[src/rtl/sdcp_pkg.sv]
// Package: shared constants and field types for the SD clock/power/width
// control block. Assumes byte offsets fit in the address width used by the top.
package sdcp_pkg;
    localparam int DIV_W       = 7;   // divider field width
    localparam int VCODE_W     = 4;   // voltage code width
    localparam int WSEL_N      = 3;   // number of one-hot width selects
    localparam int CAP_W       = 2;   // capability code width
    localparam int OFS_PWR     = 52;  // power register offset
    localparam int OFS_CLK     = 56;  // clock register offset
    localparam int OFS_BUS     = 60;  // bus width register offset
    localparam int CLK_SD_BIT  = 7;
    localparam int CLK_OFF_BIT = 8;
    localparam int CLK_HS_BIT  = 9;
    localparam int PWR_ON_BIT  = 4;

    // Packed order matches the readback layout at the clock offset
    typedef struct packed {
        logic             hispd;
        logic             gate_off;
        logic             sd_mode;
        logic [DIV_W-1:0] div;
    } clkcfg_t;

    // Packed order matches the readback layout at the power offset
    typedef struct packed {
        logic               on;
        logic [VCODE_W-1:0] code;
    } pwrcfg_t;
endpackage

[src/rtl/sdcp_ctlregs.sv]
// Module: clock and power configuration registers.
// Decodes writes to the clock and power offsets and holds the fields.
// Assumes a single-cycle write strobe with address and data valid alongside.
module sdcp_ctlregs
    import sdcp_pkg::*;
#(
    parameter int ADDR_W = 8,
    parameter int DATA_W = 32
) (
    input  logic              clk,
    input  logic              rst_n,
    input  logic              wr_en,
    input  logic [ADDR_W-1:0] wr_addr,
    input  logic [DATA_W-1:0] wr_data,
    output clkcfg_t           clk_cfg,
    output pwrcfg_t           pwr_cfg
);
    logic hit_clk;
    logic hit_pwr;

    // Address decode of the two writable offsets
    always_comb begin
        hit_clk = wr_en && (wr_addr == ADDR_W'(OFS_CLK));
        hit_pwr = wr_en && (wr_addr == ADDR_W'(OFS_PWR));
    end

    // Clock configuration register; reset leaves the slowest divider
    always_ff @(posedge clk) begin
        if (!rst_n) begin
            clk_cfg.hispd    <= 1'b0;
            clk_cfg.gate_off <= 1'b0;
            clk_cfg.sd_mode  <= 1'b0;
            clk_cfg.div      <= '1;
        end else if (hit_clk) begin
            clk_cfg.hispd    <= wr_data[CLK_HS_BIT];
            clk_cfg.gate_off <= wr_data[CLK_OFF_BIT];
            clk_cfg.sd_mode  <= wr_data[CLK_SD_BIT];
            clk_cfg.div      <= wr_data[DIV_W-1:0];
        end
    end

    // Power configuration register; reset leaves the card unpowered
    always_ff @(posedge clk) begin
        if (!rst_n) begin
            pwr_cfg <= '0;
        end else if (hit_pwr) begin
            pwr_cfg.on   <= wr_data[PWR_ON_BIT];
            pwr_cfg.code <= wr_data[VCODE_W-1:0];
        end
    end

    AST_PWR_HOLD: assert property (@(posedge clk) disable iff (!rst_n)
        !(wr_en && (wr_addr == ADDR_W'(OFS_PWR))) |=> $stable(pwr_cfg));

    AST_CLK_HOLD: assert property (@(posedge clk) disable iff (!rst_n)
        !(wr_en && (wr_addr == ADDR_W'(OFS_CLK))) |=> $stable(clk_cfg));
endmodule

[src/rtl/sdcp_buswidth.sv]
// Module: bus width select register.
// Accepts a write only when exactly one width bit is set and that width is
// allowed by the build-time capability code (0: 1-bit, 1: up to 4, 2: up to 8).
module sdcp_buswidth
    import sdcp_pkg::*;
#(
    parameter int ADDR_W   = 8,
    parameter int DATA_W   = 32,
    parameter int CAP_CODE = 2
) (
    input  logic              clk,
    input  logic              rst_n,
    input  logic              wr_en,
    input  logic [ADDR_W-1:0] wr_addr,
    input  logic [DATA_W-1:0] wr_data,
    output logic [WSEL_N-1:0] bus_sel
);
    logic [WSEL_N-1:0] ok_mask;
    logic [WSEL_N-1:0] req;
    logic              hit;
    logic              req_onehot;
    logic              accept;

    // Per-lane support flag: lane g is allowed when the capability reaches g
    for (genvar g = 0; g < WSEL_N; g++) begin : g_lane
        assign ok_mask[g] = (CAP_CODE >= g);
    end

    // Validate the requested width against one-hot form and capability
    always_comb begin
        hit        = wr_en && (wr_addr == ADDR_W'(OFS_BUS));
        req        = wr_data[WSEL_N-1:0];
        req_onehot = (req != '0) && ((req & (req - 1'b1)) == '0);
        accept     = hit && req_onehot && ((req & ~ok_mask) == '0);
    end

    // Width select register; reset selects the 1-bit bus
    always_ff @(posedge clk) begin
        if (!rst_n) begin
            bus_sel <= WSEL_N'(1);
        end else if (accept) begin
            bus_sel <= req;
        end
    end

    AST_BUS_ONEHOT: assert property (@(posedge clk) disable iff (!rst_n)
        $countones(bus_sel) == 1);

    AST_BUS_REJECT: assert property (@(posedge clk) disable iff (!rst_n)
        (wr_en && (wr_addr == ADDR_W'(OFS_BUS)) &&
         ($countones(wr_data[WSEL_N-1:0]) != 1)) |=> $stable(bus_sel));
endmodule

[src/rtl/sdcp_clkgen.sv]
// Module: card clock divider with glitch-free gating.
// Each card clock phase lasts div+1 system clocks. A new divider is taken at
// the falling edge that ends a period, or continuously while stopped low.
// Gating only holds the clock when it is already low, so no pulse is cut.
module sdcp_clkgen #(
    parameter int DIV_W = 7
) (
    input  logic             clk,
    input  logic             rst_n,
    input  logic [DIV_W-1:0] div_req,
    input  logic             gate_off,
    output logic             card_clk
);
    logic [DIV_W-1:0] cnt;
    logic [DIV_W-1:0] div_act;
    logic             clk_q;

    // Phase counter, output toggle and period-aligned divider update
    always_ff @(posedge clk) begin
        if (!rst_n) begin
            cnt     <= '0;
            div_act <= '1;
            clk_q   <= 1'b0;
        end else if (gate_off && !clk_q) begin
            cnt     <= '0;
            div_act <= div_req;
        end else if (cnt == div_act) begin
            cnt   <= '0;
            clk_q <= ~clk_q;
            if (clk_q) begin
                div_act <= div_req;
            end
        end else begin
            cnt <= cnt + 1'b1;
        end
    end

    assign card_clk = clk_q;

    AST_GATE_LOW: assert property (@(posedge clk) disable iff (!rst_n)
        (gate_off && !clk_q) |=> !clk_q);

    AST_FULL_HIGH: assert property (@(posedge clk) disable iff (!rst_n)
        $fell(clk_q) |-> ($past(cnt) == $past(div_act)));

    AST_PHASE_LIMIT: assert property (@(posedge clk) disable iff (!rst_n)
        cnt <= div_act);

    AST_DIV_BOUNDARY: assert property (@(posedge clk) disable iff (!rst_n)
        (div_act != $past(div_act)) |-> !clk_q);
endmodule

[src/rtl/sd_clkpwr_ctrl.sv]
// Module: top of the SD card clock, power and bus width control block.
// Joins the configuration registers, the width register and the clock
// divider, and provides a combinational readback port. Assumes CAP_CODE is
// 0, 1 or 2 and that register offsets fit in ADDR_W bits.
module sd_clkpwr_ctrl
    import sdcp_pkg::*;
#(
    parameter int ADDR_W   = 8,
    parameter int DATA_W   = 32,
    parameter int CAP_CODE = 2
) (
    input  logic               clk,
    input  logic               rst_n,
    input  logic               wr_en,
    input  logic [ADDR_W-1:0]  wr_addr,
    input  logic [DATA_W-1:0]  wr_data,
    input  logic [ADDR_W-1:0]  rd_addr,
    output logic [DATA_W-1:0]  rd_data,
    output logic               card_clk,
    output logic               card_pwr_en,
    output logic [VCODE_W-1:0] card_vcode,
    output logic               card_sd_mode,
    output logic               card_hispd,
    output logic [WSEL_N-1:0]  bus_sel
);
    localparam logic [CAP_W-1:0] CAP_BITS = CAP_W'(CAP_CODE);

    clkcfg_t clk_cfg;
    pwrcfg_t pwr_cfg;

    sdcp_ctlregs #(
        .ADDR_W (ADDR_W),
        .DATA_W (DATA_W)
    ) u_ctlregs (
        .clk     (clk),
        .rst_n   (rst_n),
        .wr_en   (wr_en),
        .wr_addr (wr_addr),
        .wr_data (wr_data),
        .clk_cfg (clk_cfg),
        .pwr_cfg (pwr_cfg)
    );

    sdcp_buswidth #(
        .ADDR_W   (ADDR_W),
        .DATA_W   (DATA_W),
        .CAP_CODE (CAP_CODE)
    ) u_buswidth (
        .clk     (clk),
        .rst_n   (rst_n),
        .wr_en   (wr_en),
        .wr_addr (wr_addr),
        .wr_data (wr_data),
        .bus_sel (bus_sel)
    );

    sdcp_clkgen #(
        .DIV_W (DIV_W)
    ) u_clkgen (
        .clk      (clk),
        .rst_n    (rst_n),
        .div_req  (clk_cfg.div),
        .gate_off (clk_cfg.gate_off),
        .card_clk (card_clk)
    );

    // Card-side field outputs
    assign card_pwr_en  = pwr_cfg.on;
    assign card_vcode   = pwr_cfg.code;
    assign card_sd_mode = clk_cfg.sd_mode;
    assign card_hispd   = clk_cfg.hispd;

    // Readback multiplexer; unmapped offsets read as zero
    always_comb begin
        case (rd_addr)
            ADDR_W'(OFS_PWR): rd_data = DATA_W'(pwr_cfg);
            ADDR_W'(OFS_CLK): rd_data = DATA_W'(clk_cfg);
            ADDR_W'(OFS_BUS): rd_data = DATA_W'({CAP_BITS, bus_sel});
            default:          rd_data = '0;
        endcase
    end

    AST_PWR_OFF_RESET: assert property (@(posedge clk)
        $rose(rst_n) |-> (!card_pwr_en && (card_vcode == '0)));
endmodule

[config.mk]
export PLATFORM = sky130hd
export DESIGN_NAME = sd_clkpwr_ctrl
export DESIGN_NICKNAME = d
export VERILOG_FILES = /design/src/rtl/sdcp_pkg.sv /design/src/rtl/sdcp_ctlregs.sv /design/src/rtl/sdcp_buswidth.sv /design/src/rtl/sdcp_clkgen.sv /design/src/rtl/sd_clkpwr_ctrl.sv
export SDC_FILE = /design/constraint.sdc
export NUM_CORES = 1
export LEC_CHECK = 0
export BUFFER_PORTS_ARGS = -buffer_cell sky130_fd_sc_hd__buf_4
export CAP_MARGIN = 5
export CORE_ASPECT_RATIO = 0.7
export CORE_MARGIN = 1.5
export CORE_UTILIZATION = 35
export CTS_CLUSTER_SIZE = 8
export DETAILED_ROUTE_END_ITERATION = 7
export PLACE_DENSITY = 0.74
export REMOVE_ABC_BUFFERS = 1
export SLEW_MARGIN = 10
export SYNTH_ARGS = -nofsm -noshare
export SYNTH_HDL_FRONTEND = slang
export SYNTH_SLANG_ARGS = --single-unit
[constraint.sdc]
create_clock -name clk -period 3.05 [get_ports clk]
set_input_delay 0.305 -clock clk [delete_from_list [all_inputs] [get_ports clk]]
set_output_delay 0.305 -clock clk [all_outputs]
set_load 0.02 [all_outputs]
Yosys cells after proc, flatten, opt, wreduce, memory -nomap -nowiden
Cells that the tools add are included.

storage, ports and cells
  register bits = 33
  input bits = 51
  word-level logic and storage cells = 41

operators by class
  $add $sub $neg = 2
  equal/unequal tests = 7
  multiplexer cells = 4
  bitwise operators = 4
  reductions and logical operators = 14

operators with widths
  cell                                                                    count
  8-bit by 6-bit equality test with 1-bit output (second input constant)  6
  10-bit case mux with 3 select lines                                     1
  7-bit two-way mux                                                       3
  7-bit by 1-bit adder with 7-bit output (second input constant)          1
  7-bit equality test                                                     1
  1-bit logical AND                                                       6
  2-bit AND reduction                                                     2
  2-bit nonzero test                                                      2
  3-bit AND                                                               1
  3-bit logical NOT                                                       1
  1-bit NOT                                                               3
  3-bit nonzero test                                                      1
  3-bit OR reduction                                                      1
  3-bit by 1-bit subtractor with 3-bit output (second input constant)     1
  1-bit logical NOT                                                       1

Longest topological paths before layout
Gate-level depths: netlist of run 1.

  word-level depth = 5
  mapped depth = 5

Hierarchy
From an unflattened synthesis of run 1, not the netlist that was laid out.

second synthesis, totals
  cell total of the unflattened synthesis = 212
  area, all modules = 1929.4 um^2

by module, submodules not included
  module          times used  cells an instance  area an instance (um^2)
  sdcp_clkgen     1           74                 708.2
  sdcp_ctlregs    1           69                 708.2
  sd_clkpwr_ctrl  1           49                 341.6
  sdcp_buswidth   1           20                 171.4

Least setup slack after synthesis of run 1
Ideal clock, no wire load.

  kind = input to register
  from = in wr_addr[1]
  to = reg u_buswidth.bus_sel[0]
  setup time = 137 ps
  arrival time = 1573 ps
  data required time = 2913 ps
  slack = 1340 ps
  cell stages on the path = 4
  path buffers = 0
  cell sequence = or4b_4 > or3_2 > o21ai_0 > nand3_1

between the ends
  cells in the longest elaborated chain, start to end = 3

RTL lines
  element                                         line                  RTL
  start, declared                                 sd_clkpwr_ctrl.sv:15  input logic [ADDR_W-1:0] wr_addr,
  8-bit by 6-bit equality test with 1-bit output  sdcp_buswidth.sv:31   hit = wr_en && (wr_addr == ADDR_W'(OFS_BUS));
  1-bit logical AND                               sdcp_buswidth.sv:31
  1-bit logical AND                               sdcp_buswidth.sv:34   accept = hit && req_onehot && ((req & ~ok_mask) == '0);
  end signal, assigned                            sdcp_buswidth.sv:42   bus_sel <= req;
  end, declared                                   sdcp_buswidth.sv:16   output logic [WSEL_N-1:0] bus_sel

No other way between the ends.
A chain may end at the register's enable or synchronous reset.

Worst setup path in the final report of run 1
  from = in rd_addr[7]
  to = out rd_data[6]

between the ends
  cells in the longest elaborated chain, start to end = 2
  elaborated cells on any way between the ends = 4
  classes of those cells = eq/ne: 3; mux: 1

RTL lines
  element                                         line                  RTL
  start, declared                                 sd_clkpwr_ctrl.sv:17  input logic [ADDR_W-1:0] rd_addr,
  8-bit by 6-bit equality test with 1-bit output  sd_clkpwr_ctrl.sv:75  case (rd_addr)
  10-bit case mux with 3 select lines (*)         sd_clkpwr_ctrl.sv:75
  end, declared                                   sd_clkpwr_ctrl.sv:18  output logic [DATA_W-1:0] rd_data,

Every way passes the cells marked *; elsewhere a longest branch is shown, timed or not.

==> qor.yml, run 1 <==
status: "complete, no violations"
dp_hpwl_um: 2780
r2r_cells: 4
synth_top_family_by_area: "simple AND/OR/NAND/NOR gates"
antenna_found_initial: 0
cts-root-buf: "clkbuf_8"
post-place-cells: 305
grt_pass1_wl_um: 6140
rr_endpoint: "u_clkgen.cnt[6]"
cts_resized: 0
fmax_ghz: 0.565
slew_headroom: 0.532
slew_viol_final: 0
r2r-start: "u_clkgen.cnt[2]"
grtUsageMet3: 0.0496
vdd.ir_drop.worst_mv: 0.188
setup_viol: 0
finalSetupTns_ps: 0
synth_fa_ha_area_frac: 0.00728
netlist_instances: 195
powerDensity_mw_per_mm2: 404
crit_path_top_delay_cell: "nor2b_1"
worstPathArrival_ps: 1460
dieWidth_um: 86.7
synth_simple_gate_area_frac: 0.189
rows: 21
wl_um: 3620
cts_setup_buffers: 0
drv_cap: 0
nets: 295
dr_total_vias: 1456
drive_above_1_share: 0.255
cts_tree: "yes"
drtIter0Drc: 58
grt_use_met1: 0.208
muxShareOfSynthArea: 0.0663
path_clk_slew_ps: 70
skew_ps: 2.84
rsz0062_at_grt: "false"
leakage_nw: 0.916
synth-seq-area-share: 0.385
crit_path_cell_trace: "buf_4 -> nor2_1 -> nand4_1 -> nor2b_1 -> and2_1 -> buf_4"
grt_max_degree: 18
synth_area_per_cell_um2: 8.81
busiest_layer: "met2"
holdPathStages: 3
crit_top_cell: "buf_4"
wl_per_cell_um: 11.6
postRouteAntennaNets: 0
drt_pre_antenna_iters: 4
die_h_um: 61.6
via_per_inst: 4.67
cts_inserted_buffers: 5
start_util: 0.361
clockBufferDepth: 2
min_from: "wr_data[5]"
antenna_cells: 0
place.gp.congestion: 0.779
r2r_setup_slack_ps: 1320
fin_crit_ps: 1770
design.die.area_mm2: 0.00534
hold_viol: 0
yosys_warnings: 0
ys_types: 31
clkSinkCount: 33
critPathRequiredTime_ps: 2740
io_pins: 94
crit_path_max_fanout: 6
hold_class: "primary input to flip-flop"
synth-seq-cells: 33
crit_type: "primary input to output pin"
use_met2: 0.222
slowest_delay_ps: 360
cts_max_level: 2
cp-end-kind: "output pin"
track_usage: 0.152
syn_area_mm2: 0.00172
core_mm2: 0.00476
portBuffers: 49
clkLatencyLatePin_ps: 280
synth_compound_area_frac: 0.149
fin_cells: 312
crit_family: "simple AND/OR/NAND/NOR gates"
drc: 0
gr-total-overflow: 0
critPathLaunchType: "primary input"
grt_pass1_vias: 1344
fin_util: 0.450
synth-xor-area-share: 0.0663
path_buf_inv: 2
area_growth_syn_to_layout_pct: 24.7
tightest_slew_ps: 700
finalCritPeriodShare: 0.580
ctsHoldBuffers: 0
min_to: "u_ctlregs.clk_cfg[5]"
## cells in the final DEF, fill, tap and decap left out, types with 5 or more instances in the layout
cell type | Yosys | routed
a21oi_1 | 5 | 5
and2_1 | 5 | 5
buf_4 | 23 | 49
clkbuf_8 | 0 | 6
conb_1 | 1 | 22
dfxtp_1 | 33 | 33
inv_1 | 10 | 10
mux2i_1 | 8 | 8
nand2_1 | 9 | 9
nand3_1 | 5 | 5
nor2_1 | 22 | 22
o211ai_1 | 22 | 22
o21ai_0 | 7 | 7
xnor2_1 | 10 | 10
## where the power goes
part / leakage [nW] / switching [W] / internal [W]
logic: 0.605 / 0.0000550 / 0.0000371
registers: 0.267 / 0.00000403 / 0.000435
clock network: 0.0443 / 0.000155 / 0.000179
total: 0.916 / 0.000214 / 0.000651
## worst reg2reg max path: stages, from the launching register on
cell and delay [ps]:
dfxtp_1 390, xnor2_1 140, nand4_1 370, o211ai_1 600
nor2_1 100
## flip-flops by register name, indices dropped and copies added (netlist names)
name / flops
u_buswidth.bus_sel: 3
u_clkgen.card_clk: 1
u_clkgen.div_act: 7
u_ctlregs.clk_cfg: 10
u_ctlregs.pwr_cfg: 5
u_clkgen.cnt: 7
## through the flow
stage          worst slack (ps)  hold slack, ps  instance area [um^2]  power (W)
2_1_floorplan              1300             377                  1600   0.000497
3_3_place_gp               1010             458                  2060   0.000539
4_1_cts                    1260             233                  2140   0.000875
5_1_grt                     995             247                  2140   0.000904
6_report                   1280             239                  2140   0.000864
3_5_place_dp                994             467                  2060   0.000540
## synth_stat cells, drive strengths merged
library cell / instances / area, um^2
dfxtp: 33 / 661
nand2b: 1 / 6.26
nand3: 5 / 25.0
clkbuf: 6 / 22.5
or4b: 1 / 13.8
a22oi: 3 / 22.5
mux2i: 8 / 80.1
o21ai: 7 / 35.0
and2: 5 / 31.3
o21a: 1 / 7.51
nor2b: 2 / 12.5
mux2: 3 / 33.8
a21oi: 5 / 25.0
nor3: 2 / 21.3
or4: 1 / 7.51
or3: 1 / 7.51
nand3b: 3 / 22.5
nor2: 22 / 82.6
inv: 10 / 37.5
xnor2: 10 / 87.6
o211ai: 22 / 165
buf: 23 / 173
xor2: 3 / 26.3
nand2: 9 / 33.8
conb: 1 / 3.75
nand4: 3 / 18.8
nor4: 1 / 21.3
ha: 1 / 12.5
and3: 2 / 12.5
nand4b: 1 / 8.76
## final cells by class
class | count | area [um^2]
Clock buffer | 7 | 86.3
Fill cell | 481 | 2610
Inverter | 10 | 37.5
Multi-Input combinational cell | 144 | 903
Sequential cell | 33 | 661
Tap cell | 69 | 86.3
Timing Repair Buffer | 49 | 368
## layer usage
metal  up-vias  share of wire
met4         0          0.013
li1        728              -
met2        53           0.39
met5         -              0
met3         7          0.077
met1       668           0.52
## worst max-delay path by stage
| stage | startpoint | endpoint | slack (ps) | cells past startpoint |
|---|---|---|---|---|
| floorplan | wr_addr[1] | u_ctlregs.clk_cfg[7] | 1300 | 4 |
| global placement | wr_addr[1] | u_ctlregs.clk_cfg[8] | 1010 | 5 |
| detailed placement | wr_addr[1] | u_ctlregs.clk_cfg[7] | 990 | 5 |
| CTS | rd_addr[7] | rd_data[5] | 1260 | 6 |
| global route | u_clkgen.cnt[3] | u_clkgen.cnt[2] | 990 | 4 |
| finish | rd_addr[7] | rd_data[6] | 1280 | 6 |
## cells by family after synthesis
kind of cell,Yosys count
simple gates,59
buf+inv,39
compound gates,38
flops,33
xor+xnor,13
mux,11
fa+ha+maj,1
other cells,1
Note: power is estimated with default switching activity, not from simulation.
==> run 2, diff against run 1 <==
--- a/config.mk
+++ b/config.mk
@@ -12,7 +12,7 @@
 export CORE_UTILIZATION = 35
 export CTS_CLUSTER_SIZE = 8
 export DETAILED_ROUTE_END_ITERATION = 7
-export PLACE_DENSITY = 0.74
+export PLACE_DENSITY = 0.77
 export REMOVE_ABC_BUFFERS = 1
 export SLEW_MARGIN = 10
 export SYNTH_ARGS = -nofsm -noshare
==> constraint.sdc (replaced) <==
create_clock -name clk -period 1.62 [get_ports clk]
set_input_delay 0.162 -clock clk [delete_from_list [all_inputs] [get_ports clk]]
set_output_delay 0.162 -clock clk [all_outputs]
set_load 0.02 [all_outputs]
==> run 2 against run 1 <==
  * Register-to-register slack got worse by 1100 ps
  * Routed wire length increased by 6.5%
  * Total power increased by 87%
  * Sequential power increased by 88%
  * Clock power increased by 83%
  * Die area unchanged
  * Global-route usage increased by 0.59 points
  * Critical path depth decreased by 1
  * Final area increased by 4.8%
  * Final cell count increased by 4.2%
  * Critical path type is now flip-flop to flip-flop
  * Critical endpoint is now u_clkgen.card_clk
==> qor.yml, run 2 (same netlist as run 1, synthesis figures left out) <==
clkSinkCount: 33  # unchanged
holdPathStages: 3  # unchanged
cts_max_level: 2  # unchanged
cts_inserted_buffers: 5  # unchanged
wl_per_cell_um: 11.9  # +2.3%
status: "complete, no violations"
reg_top3: "u_ctlregs.clk_cfg: 10 flops, u_clkgen.cnt: 7 flops, u_clkgen.div_act: 7 flops"
slowest_delay_ps: 460  # +100 ps
dp_hpwl_um: 3030  # +9.2%
cts_resized: 0  # unchanged
place.gp.congestion: 0.819  # +5.1%
wl_um: 3860  # +6.5%
crit_path_cell_trace: "xnor2_1 -> nand4_1 -> buf_4 -> or4_1 -> a21oi_1"
critPathLaunchType: "flip-flop"
drc: 0  # unchanged
crit_type: "flip-flop to flip-flop"
critPathRequiredTime_ps: 1840  # -900 ps
drtIter0Drc: 34  # -41%
p_seq_frac: 0.510  # +0.002
setup_viol: 0  # unchanged
cts_tree: "yes"
setup_slack_ps: 175  # -1110 ps
grt_max_degree: 18  # unchanged
postRouteAntennaNets: 0  # unchanged
track_usage: 0.158  # +0.00586
dieWidth_um: 86.7  # unchanged
drive_above_1_share: 0.297  # +0.0417
fin_cells: 325  # +4.2%
top_register: "u_ctlregs.clk_cfg"
total_power_w: 0.00162  # +87%
leakage_nw: 0.978  # +6.7%
drv_cap: 0  # unchanged
antenna_found_initial: 0  # unchanged
fin_crit_ps: 1450
path_clk_slew_ps: 70  # about the same
rsz0062_at_grt: "false"
start_util: 0.361  # unchanged
worstPathArrival_ps: 1660  # +200 ps
vdd.ir_drop.worst_mv: 0.495  # +160%
p_sw_w: 0.000425  # +99%
die_h_um: 61.6  # unchanged
hold_class: "primary input to flip-flop"
nets: 307  # +4.1%
largest_reg_flops: 10  # unchanged
p_clk_frac: 0.376  # -0.010
design.die.area_mm2: 0.00534  # unchanged
crit_path_max_fanout: 11  # +5
fin_util: 0.472  # +0.0216
cp-end-kind: "flip-flop"
post-place-cells: 316  # +3.6%
grt_pass1_wl_um: 6260  # +1.9%
switching_share: 0.263  # +0.0161
rows: 21  # unchanged
portBuffers: 49  # unchanged
hold_viol: 0  # unchanged
skew_ps: 5.95  # +3.11 ps
dr_total_vias: 1479  # +1.6%
layout_common_cells: "buf_4, dfxtp_1, nor2_1, o211ai_1, conb_1"
core_mm2: 0.00476  # unchanged
via_per_inst: 4.55  # -2.5%
r2r_cells: 5  # +1
antenna_cells: 0  # unchanged
crit_path_top_delay_cell: "or4_1"
gr-total-overflow: 0  # unchanged
ctsHoldBuffers: 0  # unchanged
cts-root-buf: "clkbuf_8"
area_growth_syn_to_layout_pct: 30.7
fmax_ghz: 0.692
postPlaceCellArea_mm2: 0.00215  # +4.6%
powerDensity_mw_per_mm2: 720  # +78%
slew_viol_final: 0  # unchanged
cts_setup_buffers: 0  # unchanged
clockBufferDepth: 2  # unchanged
drt_pre_antenna_iters: 4  # unchanged
layout_commonest_cell: "buf_4"
dp_slack_ps: -111  # -1110 ps
clkLatencyLatePin_ps: 290  # about the same
final_area_mm2: 0.00224  # +4.8%
finalCritPeriodShare: 0.892
io_pins: 94  # unchanged
combPwrFrac: 0.113  # +0.006
grt_pass1_vias: 1293  # -3.8%
internal_power_w: 0.00119  # +83%
## run 2: final cells by class
type                       instances  area [um^2]
timing repair buffer              61          470
inverter                          10         37.5
tap                               69         86.3
sequential                        33          661
clock inverter                     3         17.5
fill                             456         2510
multi-input combinational        144          903
clock buffer                       5         68.8
## run 2: path summary, 6_finish.rpt
path / startpoint / end / slack (ps)
min reg2reg: u_clkgen.cnt[0] / u_clkgen.cnt[0] / 480
max: u_clkgen.div_act[2] / u_clkgen.card_clk / 170
min: wr_data[6] / u_ctlregs.clk_cfg[6] / 90
max reg2reg: u_clkgen.div_act[2] / u_clkgen.card_clk / 170
## run 2: critical path, delay by kind of cell (launching register included)
kind / cells / cell delay [ps]
AOI/OAI and AO/OA: 1 / 130
buffers and inverters: 1 / 180
and+or+nand+nor: 2 / 570
xor gates and xnor gates: 1 / 170
DFF: 1 / 320
## run 2: power by group through the flow
stage               registers [W]  logic [W]  clock network (W)
finish                   0.000824   0.000183           0.000608
floorplan                0.000843  0.0000921                  0
global route             0.000825   0.000202           0.000669
CTS                      0.000824   0.000182           0.000624
detailed placement       0.000843   0.000182                  0
global placement         0.000843   0.000178                  0
## run 2: stage by stage
step / hold WS (ps) / TNS (ps)
2_1_floorplan: 234 / 0
6_report: 94.3 / 0
4_1_cts: 89.0 / 0
5_1_grt: 101 / 0
3_5_place_dp: 393 / -797
3_3_place_gp: 393 / -310
## run 2: per-layer routing
layer / part of all wire / GRT usage
met5: 0 / 0
met1: 0.50 / 0.219
met3: 0.070 / 0.0563
met4: 0.014 / 0.0553
met2: 0.41 / 0.228
